File: src/rtl/nrs_pkg.sv
package nrs_pkg;

    typedef enum logic [2:0] {
        ST_POWER_WAIT,
        ST_ASSERT,
        ST_HOLD_BUSY,
        ST_RELEASE,
        ST_OUTPUT_WAIT,
        ST_READY
    } nrs_state_e;

    localparam logic [1:0] VS_LOW27 = 2'd0;
    localparam logic [1:0] VS_MID33 = 2'd1;
    localparam logic [1:0] VS_HIGH5 = 2'd2;

    function automatic int unsigned ns_to_cyc(input int unsigned ns, input int unsigned per);
        return (ns + per - 1) / per;
    endfunction

    function automatic int unsigned max3(input int unsigned a, input int unsigned b,
                                         input int unsigned c);
        int unsigned m;
        m = (a > b) ? a : b;
        return (m > c) ? m : c;
    endfunction

endpackage

File: src/rtl/nrs_sync.sv
module nrs_sync #(
    parameter int STAGES = 2
) (
    input  logic clk,
    input  logic rst_n,
    input  logic d,
    output logic q
);
    logic [STAGES-1:0] chain;

    generate
        if (STAGES == 1) begin : g_one
            always_ff @(posedge clk or negedge rst_n) begin
                if (!rst_n) chain <= '0;
                else        chain <= d;
            end
        end else begin : g_many
            always_ff @(posedge clk or negedge rst_n) begin
                if (!rst_n) chain <= '0;
                else        chain <= {chain[STAGES-2:0], d};
            end
        end
    endgenerate

    assign q = chain[STAGES-1];
endmodule

File: src/rtl/nrs_window.sv
module nrs_window #(
    parameter int CW         = 13,
    parameter int PULSE_CYC  = 10,
    parameter int A27_CYC    = 2800,
    parameter int A33_CYC    = 2000,
    parameter int A50_CYC    = 1200,
    parameter int MARGIN_CYC = 200
) (
    input  logic [1:0]    vsel_q,
    input  logic          busy_q,
    output logic [CW-1:0] abort_cyc,
    output logic [CW-1:0] limit_cyc
);
    import nrs_pkg::*;

    always_comb begin
        unique case (vsel_q)
            VS_MID33: abort_cyc = CW'(A33_CYC);
            VS_HIGH5: abort_cyc = CW'(A50_CYC);
            default:  abort_cyc = CW'(A27_CYC);
        endcase
        limit_cyc = busy_q ? (abort_cyc + CW'(MARGIN_CYC))
                           : CW'(PULSE_CYC + MARGIN_CYC);
    end
endmodule

File: src/rtl/nrs_fsm.sv
module nrs_fsm #(
    parameter int CW        = 13,
    parameter int PULSE_CYC = 10,
    parameter int OV_CYC    = 15
) (
    input  logic          clk,
    input  logic          rst_n,
    input  logic          supply_ok,
    input  logic          reset_req,
    input  logic          op_busy,
    input  logic [1:0]    vsel,
    input  logic          ryby_s,
    input  logic [CW-1:0] abort_cyc,
    input  logic [CW-1:0] limit_cyc,
    output logic          busy_q,
    output logic [1:0]    vsel_q,
    output logic          flash_rst_n,
    output logic          rd_ready,
    output logic          timeout_err
);
    import nrs_pkg::*;

    nrs_state_e    state, nxt;
    logic [CW-1:0] cnt;
    logic [CW-1:0] el;
    logic          take_req;
    logic          tmo_hit;

    assign take_req = (state == ST_READY) && reset_req;
    assign tmo_hit  = (state == ST_RELEASE) && !ryby_s && (el >= limit_cyc - CW'(1));

    always_comb begin
        nxt = state;
        unique case (state)
            ST_POWER_WAIT:  if (supply_ok && cnt == CW'(PULSE_CYC - 1)) nxt = ST_RELEASE;
            ST_READY:       if (reset_req) nxt = ST_ASSERT;
            ST_ASSERT:      if (el == CW'(PULSE_CYC - 1))
                                nxt = busy_q ? ST_HOLD_BUSY : ST_RELEASE;
            ST_HOLD_BUSY:   if (el == abort_cyc - CW'(1)) nxt = ST_RELEASE;
            ST_RELEASE:     if (ryby_s) nxt = ST_OUTPUT_WAIT;
                            else if (tmo_hit) nxt = ST_READY;
            ST_OUTPUT_WAIT: if (cnt == CW'(OV_CYC - 1)) nxt = ST_READY;
            default:        nxt = ST_POWER_WAIT;
        endcase
    end

    always_ff @(posedge clk or negedge rst_n) begin
        if (!rst_n) state <= ST_POWER_WAIT;
        else        state <= nxt;
    end

    always_ff @(posedge clk or negedge rst_n) begin
        if (!rst_n) begin
            cnt         <= '0;
            el          <= '0;
            busy_q      <= 1'b0;
            vsel_q      <= VS_LOW27;
            timeout_err <= 1'b0;
        end else begin
            if (state != nxt)
                cnt <= '0;
            else if (state == ST_OUTPUT_WAIT || (state == ST_POWER_WAIT && supply_ok))
                cnt <= cnt + CW'(1);
            else
                cnt <= '0;

            if (take_req || state == ST_POWER_WAIT)
                el <= '0;
            else if (state inside {ST_ASSERT, ST_HOLD_BUSY, ST_RELEASE})
                el <= el + CW'(1);

            if (take_req) begin
                busy_q      <= op_busy;
                vsel_q      <= vsel;
                timeout_err <= 1'b0;
            end else if (tmo_hit) begin
                timeout_err <= 1'b1;
            end
        end
    end

    always_comb begin
        flash_rst_n = !(state inside {ST_POWER_WAIT, ST_ASSERT, ST_HOLD_BUSY});
        rd_ready    = (state == ST_READY) && !timeout_err;
    end

    // Checker-only counter: length of the current low phase of the reset pin.
    logic [CW-1:0] low_len;
    always_ff @(posedge clk or negedge rst_n) begin
        if (!rst_n)                 low_len <= '0;
        else if (flash_rst_n)       low_len <= '0;
        else if (low_len != '1)     low_len <= low_len + CW'(1);
    end


    pw_hold_chk: assert property (@(posedge clk) disable iff (!rst_n)
        (state == ST_POWER_WAIT && !supply_ok) |=> !flash_rst_n);


    ready_drop_chk: assert property (@(posedge clk) disable iff (!rst_n)
        (rd_ready && reset_req) |=> (!flash_rst_n && !rd_ready));


    req_ignore_chk: assert property (@(posedge clk) disable iff (!rst_n)
        (reset_req && state inside {ST_HOLD_BUSY, ST_RELEASE, ST_OUTPUT_WAIT})
        |=> (state != ST_ASSERT));


    min_pulse_chk: assert property (@(posedge clk) disable iff (!rst_n)
        $rose(flash_rst_n) |-> (low_len >= CW'(PULSE_CYC)));


    rd_rise_chk: assert property (@(posedge clk) disable iff (!rst_n)
        $rose(rd_ready) |-> (flash_rst_n && $past(flash_rst_n)));


    tmo_rise_chk: assert property (@(posedge clk) disable iff (!rst_n)
        $rose(timeout_err) |-> (flash_rst_n && !$past(ryby_s) && !rd_ready));
endmodule

File: src/rtl/nor_rst_seq.sv
module nor_rst_seq #(
    parameter int CLK_NS      = 10,
    parameter int PULSE_NS    = 100,
    parameter int ABORT27_NS  = 28000,
    parameter int ABORT33_NS  = 20000,
    parameter int ABORT50_NS  = 12000,
    parameter int OUTVALID_NS = 150,
    parameter int MARGIN_NS   = 2000,
    parameter int SYNC_STAGES = 2
) (
    input  logic       clk,
    input  logic       rst_n,
    input  logic       supply_ok,
    input  logic       reset_req,
    input  logic       op_busy,
    input  logic [1:0] vsel,
    input  logic       rdy_pin,
    output logic       flash_rst_n,
    output logic       rd_ready,
    output logic       timeout_err
);
    import nrs_pkg::*;

    localparam int PULSE_CYC  = ns_to_cyc(PULSE_NS, CLK_NS);
    localparam int A27_CYC    = ns_to_cyc(ABORT27_NS, CLK_NS);
    localparam int A33_CYC    = ns_to_cyc(ABORT33_NS, CLK_NS);
    localparam int A50_CYC    = ns_to_cyc(ABORT50_NS, CLK_NS);
    localparam int OV_CYC     = ns_to_cyc(OUTVALID_NS, CLK_NS);
    localparam int MARGIN_CYC = ns_to_cyc(MARGIN_NS, CLK_NS);
    localparam int MAX_WIN    = max3(A27_CYC, A33_CYC, A50_CYC) + MARGIN_CYC + PULSE_CYC + OV_CYC;
    localparam int CW         = $clog2(MAX_WIN + 2) + 1;

    logic          ryby_s;
    logic          busy_q;
    logic [1:0]    vsel_q;
    logic [CW-1:0] abort_cyc;
    logic [CW-1:0] limit_cyc;

    nrs_sync #(.STAGES(SYNC_STAGES)) u_sync (
        .clk   (clk),
        .rst_n (rst_n),
        .d     (rdy_pin),
        .q     (ryby_s)
    );

    nrs_window #(
        .CW         (CW),
        .PULSE_CYC  (PULSE_CYC),
        .A27_CYC    (A27_CYC),
        .A33_CYC    (A33_CYC),
        .A50_CYC    (A50_CYC),
        .MARGIN_CYC (MARGIN_CYC)
    ) u_window (
        .vsel_q    (vsel_q),
        .busy_q    (busy_q),
        .abort_cyc (abort_cyc),
        .limit_cyc (limit_cyc)
    );

    nrs_fsm #(
        .CW        (CW),
        .PULSE_CYC (PULSE_CYC),
        .OV_CYC    (OV_CYC)
    ) u_fsm (
        .clk         (clk),
        .rst_n       (rst_n),
        .supply_ok   (supply_ok),
        .reset_req   (reset_req),
        .op_busy     (op_busy),
        .vsel        (vsel),
        .ryby_s      (ryby_s),
        .abort_cyc   (abort_cyc),
        .limit_cyc   (limit_cyc),
        .busy_q      (busy_q),
        .vsel_q      (vsel_q),
        .flash_rst_n (flash_rst_n),
        .rd_ready    (rd_ready),
        .timeout_err (timeout_err)
    );
endmodule

File: config.mk
export PLATFORM = sky130hd
export DESIGN_NAME = nor_rst_seq
export DESIGN_NICKNAME = d
export VERILOG_FILES = /design/src/rtl/nrs_pkg.sv /design/src/rtl/nrs_sync.sv /design/src/rtl/nrs_window.sv /design/src/rtl/nrs_fsm.sv /design/src/rtl/nor_rst_seq.sv
export SDC_FILE = /design/constraint.sdc
export NUM_CORES = 1
export LEC_CHECK = 0
export CELL_PAD_IN_SITES_DETAIL_PLACEMENT = 1
export CELL_PAD_IN_SITES_GLOBAL_PLACEMENT = 2
export CORE_AREA = 2 2 83 69
export DETAILED_ROUTE_END_ITERATION = 8
export DIE_AREA = 0 0 85 71
export PLACE_DENSITY_LB_ADDON = 0.1
export SKIP_LAST_GASP = 1
export SYNTH_ARGS = -nofsm -noshare
export SYNTH_HDL_FRONTEND = slang
export SYNTH_SLANG_ARGS = --single-unit
File: constraint.sdc
create_clock -name clk -period 6 [get_ports clk]
set_input_delay 1.5 -clock clk [delete_from_list [all_inputs] [get_ports clk]]
set_output_delay 1.5 -clock clk [all_outputs]
set_load 0.01 [all_outputs]
==> summary.md <==
| Metric | Value |
|---|---|
| CTS Buffer Depth | `2` |
| Net count after synthesis | `245` |
| Fillers | `614` |
| Layout Cells excl Fill | `between 300 and 400` |
| Crit end category | `output pin` |
| Adder-Cell Fraction of Synth Area | `between 10% and 20%` |
| Htree depth | `2` |
| Library cells used by synthesis | `40` |
| Tcrit/Tclk final | `61.9%` |
| Area Growth Syn to Fin | `13.8%` |
| Initial core utilization | `39.8%` |
| Top-area cell type share of the netlist area | `41.9%` |
| Compound-Gate Fraction of Synth Area | `a little over a tenth` |
| Post-CTS setup buffer count | `0` |
| Die W | `about 85 um` |
| PostCTS Resize Cnt | `0` |
| Inst Count DP | `293` |
| Post-Synth Simple-Gate Area | `24.0%` |
| PortBufs | `10` |
| Mux cell area share after synthesis | `2.15%` |
| Multi-input logic area | `1150 um^2` |
| Largest net degree at the start of global routing | `36` |
| Delay of the slowest critical-path stage | `slightly below 0.8 ns` |
| Clk root buf | `clkbuf_8` |
| Worst Max-Slew Pin Slew | `0.674 ns` |
| Top post-synthesis cells by area | `dfrtp_1 (42%), ha_1 (10%), xor2_1 (5.9%), nor2_1 (5.2%), nand2_1 (3.4%)` |
| Total Wirelength | `5010 um` |
| PnR Total Power | `0.523 mW` |
| Diodes inserted | `0` |
| Full die area | `6040 um^2` |
| Number of vias per cell | `5.53` |
| Routability cong. | `roughly 0.77` |
| Max Cap Viol | `0` |
| Io pins | `11` |
| DRT Pass-1 Iters | `4` |
| Critical path data arrival time | `2.22 ns` |
| Worst path slowest cell | `dfrtp_1` |
| Clock slew seen by the registers of the worst setup and hold paths | `around 0.080 ns` |
| Hold_buf cts | `0` |
| Initial antenna violation count | `0` |
| Fmax | `269 MHz` |
| P_leak | `1.06 nW` |
| Cells after synthesis | `220` |
| Antenna-violating nets left | `0` |
| Largest family of logic cells by synthesized area | `simple AND/OR/NAND/NOR gates` |
| Setup CP Type | `reg -> out` |
| Register area | `approximately 880 um^2` |
| Synth warn | `0` |
| RSZ-0062 raised after global routing | `false` |
| Grt ovf | `0` |
| All-Layer GR Usage | `18.4%` |
| Post-synthesis cell area | `2090 um^2` |
| Post-DP HPWL | `approximately 3800 um` |
| Layout cells sized above 1 | `8.05%` |
| Remaining DRCs | `0` |
| Cell taking the most area after synthesis | `dfrtp_1` |
| Final hold vios | `0` |
| Commonest non-fill, non-tap cell in the layout | `dfrtp_1` |
| CTS Buf Count | `5` |
| Critical-path cell list | `inv_1 -> nor4_1 -> clkdlybuf4s50_1` |
| Worst-skew pair later-pin latency | `0.29 ns` |
| Via count of the first global-routing pass | `roughly 1800` |
| Routed wire length per instance | `~17 um` |
| Max-slew violations | `0` |
| Initial DRC count | `65` |
| First-pass GRT wire length | `about 8800 um` |
| Critical-path maximum fanout | `20` |
| Clock sink total | `35` |
| Post-synthesis sequential area ratio | `41.9%` |
| Yosys reg bits | `35` |
| Worst path required time | `between 4 and 5 ns` |
| Slew margin rel. | `55.1%` |
| TritonCTS clock tree | `built` |
| Clk_skew | `0.00559 ns` |
| Setup violators final | `0` |
| Peak supply drop | `0.133 mV` |
| Vias | `approximately 1700` |
| DIE HEIGHT | `71 um` |
| Std-Cell Rows | `24` |
| Fin Setup TNS | `0 ns` |
| Avg Cell Area, Syn | `roughly 9.5 um^2` |
| Critical Path Start Type | `flop` |
| Core ar. | `around 5300 um^2` |
| Commonest non-fill, non-tap cells in the layout | `dfrtp_1 (35), nor2_1 (29), nand2_1 (19)` |
| Crit path buffers/inverters | `2` |
| Tmin final | `3.72 ns` |
| PwrDens | `220 nW/um^2` |
| Nets | `260` |
| XOR/XNOR Fraction of Synth Area | `8.37%` |
| Outcome | `finished, final reports clean` |
| Kind of cell adding the most delay to the critical path | `buffers and inverters` |
| Worst hold path type | `reg -> reg` |
-- worst register-to-register path: stages (launching register included) --
cell	delay [ns]
dfrtp_1	0.40
inv_1	0.06
ha_1	0.21
nand2b_1	0.18
ha_1	0.31
nand2_1	0.08
o31ai_1	0.42
a21oi_1	0.13
a211o_1	0.30
-- synth_stat cells --
master / n
clkbuf_1: 1
ha_1: 17
and3_1: 10
buf_2: 2
a2111oi_4: 1
a21oi_1: 10
a21o_1: 1
a2111oi_2: 1
nor4b_1: 1
xor2_1: 14
and2_1: 2
nor2b_1: 1
nand2b_1: 3
nor3b_1: 2
nand4_1: 4
nor2_2: 1
o22ai_1: 1
or3_1: 3
o21ai_1: 1
o31ai_1: 2
nand3b_4: 1
o21ai_0: 6
or2_2: 1
a211o_1: 1
mux2_2: 4
xnor2_1: 6
o32ai_1: 1
nand3_1: 14
dfrtp_1: 35
nor2_1: 29
o21a_1: 1
and4_1: 1
nand2_1: 19
a211oi_1: 4
inv_1: 10
nand3b_1: 1
buf_6: 1
nor4_1: 4
o211ai_1: 1
nor3_1: 2
-- report_power, final --
part           switching [mW]  total, mW  internal, mW
clock                  0.0891      0.224         0.135
sequential             0.0123      0.255         0.242
combinational          0.0261     0.0444        0.0183
-- per-layer routing --
metal,routed length (um),track usage [%]
met3,128,4.08
met2,2260,28.6
met4,42,4.76
met5,0,0
met1,2590,26.1
-- area by class of cell --
class | instances | area share, %
multi-input combinational | 171 | 48.5
inverter | 10 | 1.58
clock buffer | 6 | 3.47
sequential | 35 | 36.8
clock inverter | 2 | 1.47
tap | 65 | 3.42
timing repair buffer | 12 | 4.83
-- cell families after synthesis --
| group | count (synthesis) |
|---|---|
| and+or+nand+nor | 99 |
| buffers and inverters | 14 |
| adders and majority gates | 17 |
| DFF | 35 |
| xor gates and xnor gates | 20 |
| muxes | 4 |
| AOI/OAI and AO/OA | 31 |
-- registers in the layout (all words and copies together), names as in the netlist --
register,count
u_sync.chain,2
u_fsm.busy_q,1
u_fsm.vsel_q,2
u_fsm.timeout_err,1
u_fsm.el,13
u_fsm.cnt,13
u_fsm.state,3
-- worst paths after layout --
| kind | from | end | slack (ns) | cells after the start |
|---|---|---|---|---|
| max in group asynchronous | rst_n | u_fsm.vsel_q[0] | 4.04 | 2 |
| min in group asynchronous | rst_n | u_fsm.cnt[3] | 1.64 | 2 |
| worst min-delay path | u_sync.chain[0] | u_sync.chain[1] | 0.35 | 0 |
| worst max register to register | u_fsm.vsel_q[1] | u_fsm.state[1] | 3.78 | 8 |
| worst min register to register | u_sync.chain[0] | u_sync.chain[1] | 0.35 | 0 |
| worst max-delay path | u_fsm.state[2] | rd_ready | 2.28 | 3 |
-- per-stage QoR --
stage | util, % | hold slack, ns | setup slack (ns) | instance area [um^2]
CTS | 45.3 | 0.359 | 2.23 | 2380
floorplan | - | 0.331 | 3.40 | 2090
global placement | 43.1 | 0.336 | 2.62 | 2260
finish | 45.3 | 0.354 | 2.28 | 2380
global route | 45.3 | 0.371 | 2.11 | 2380
detailed placement | 43.1 | 0.342 | 2.56 | 2260
(Power assumes the default switching activity.)
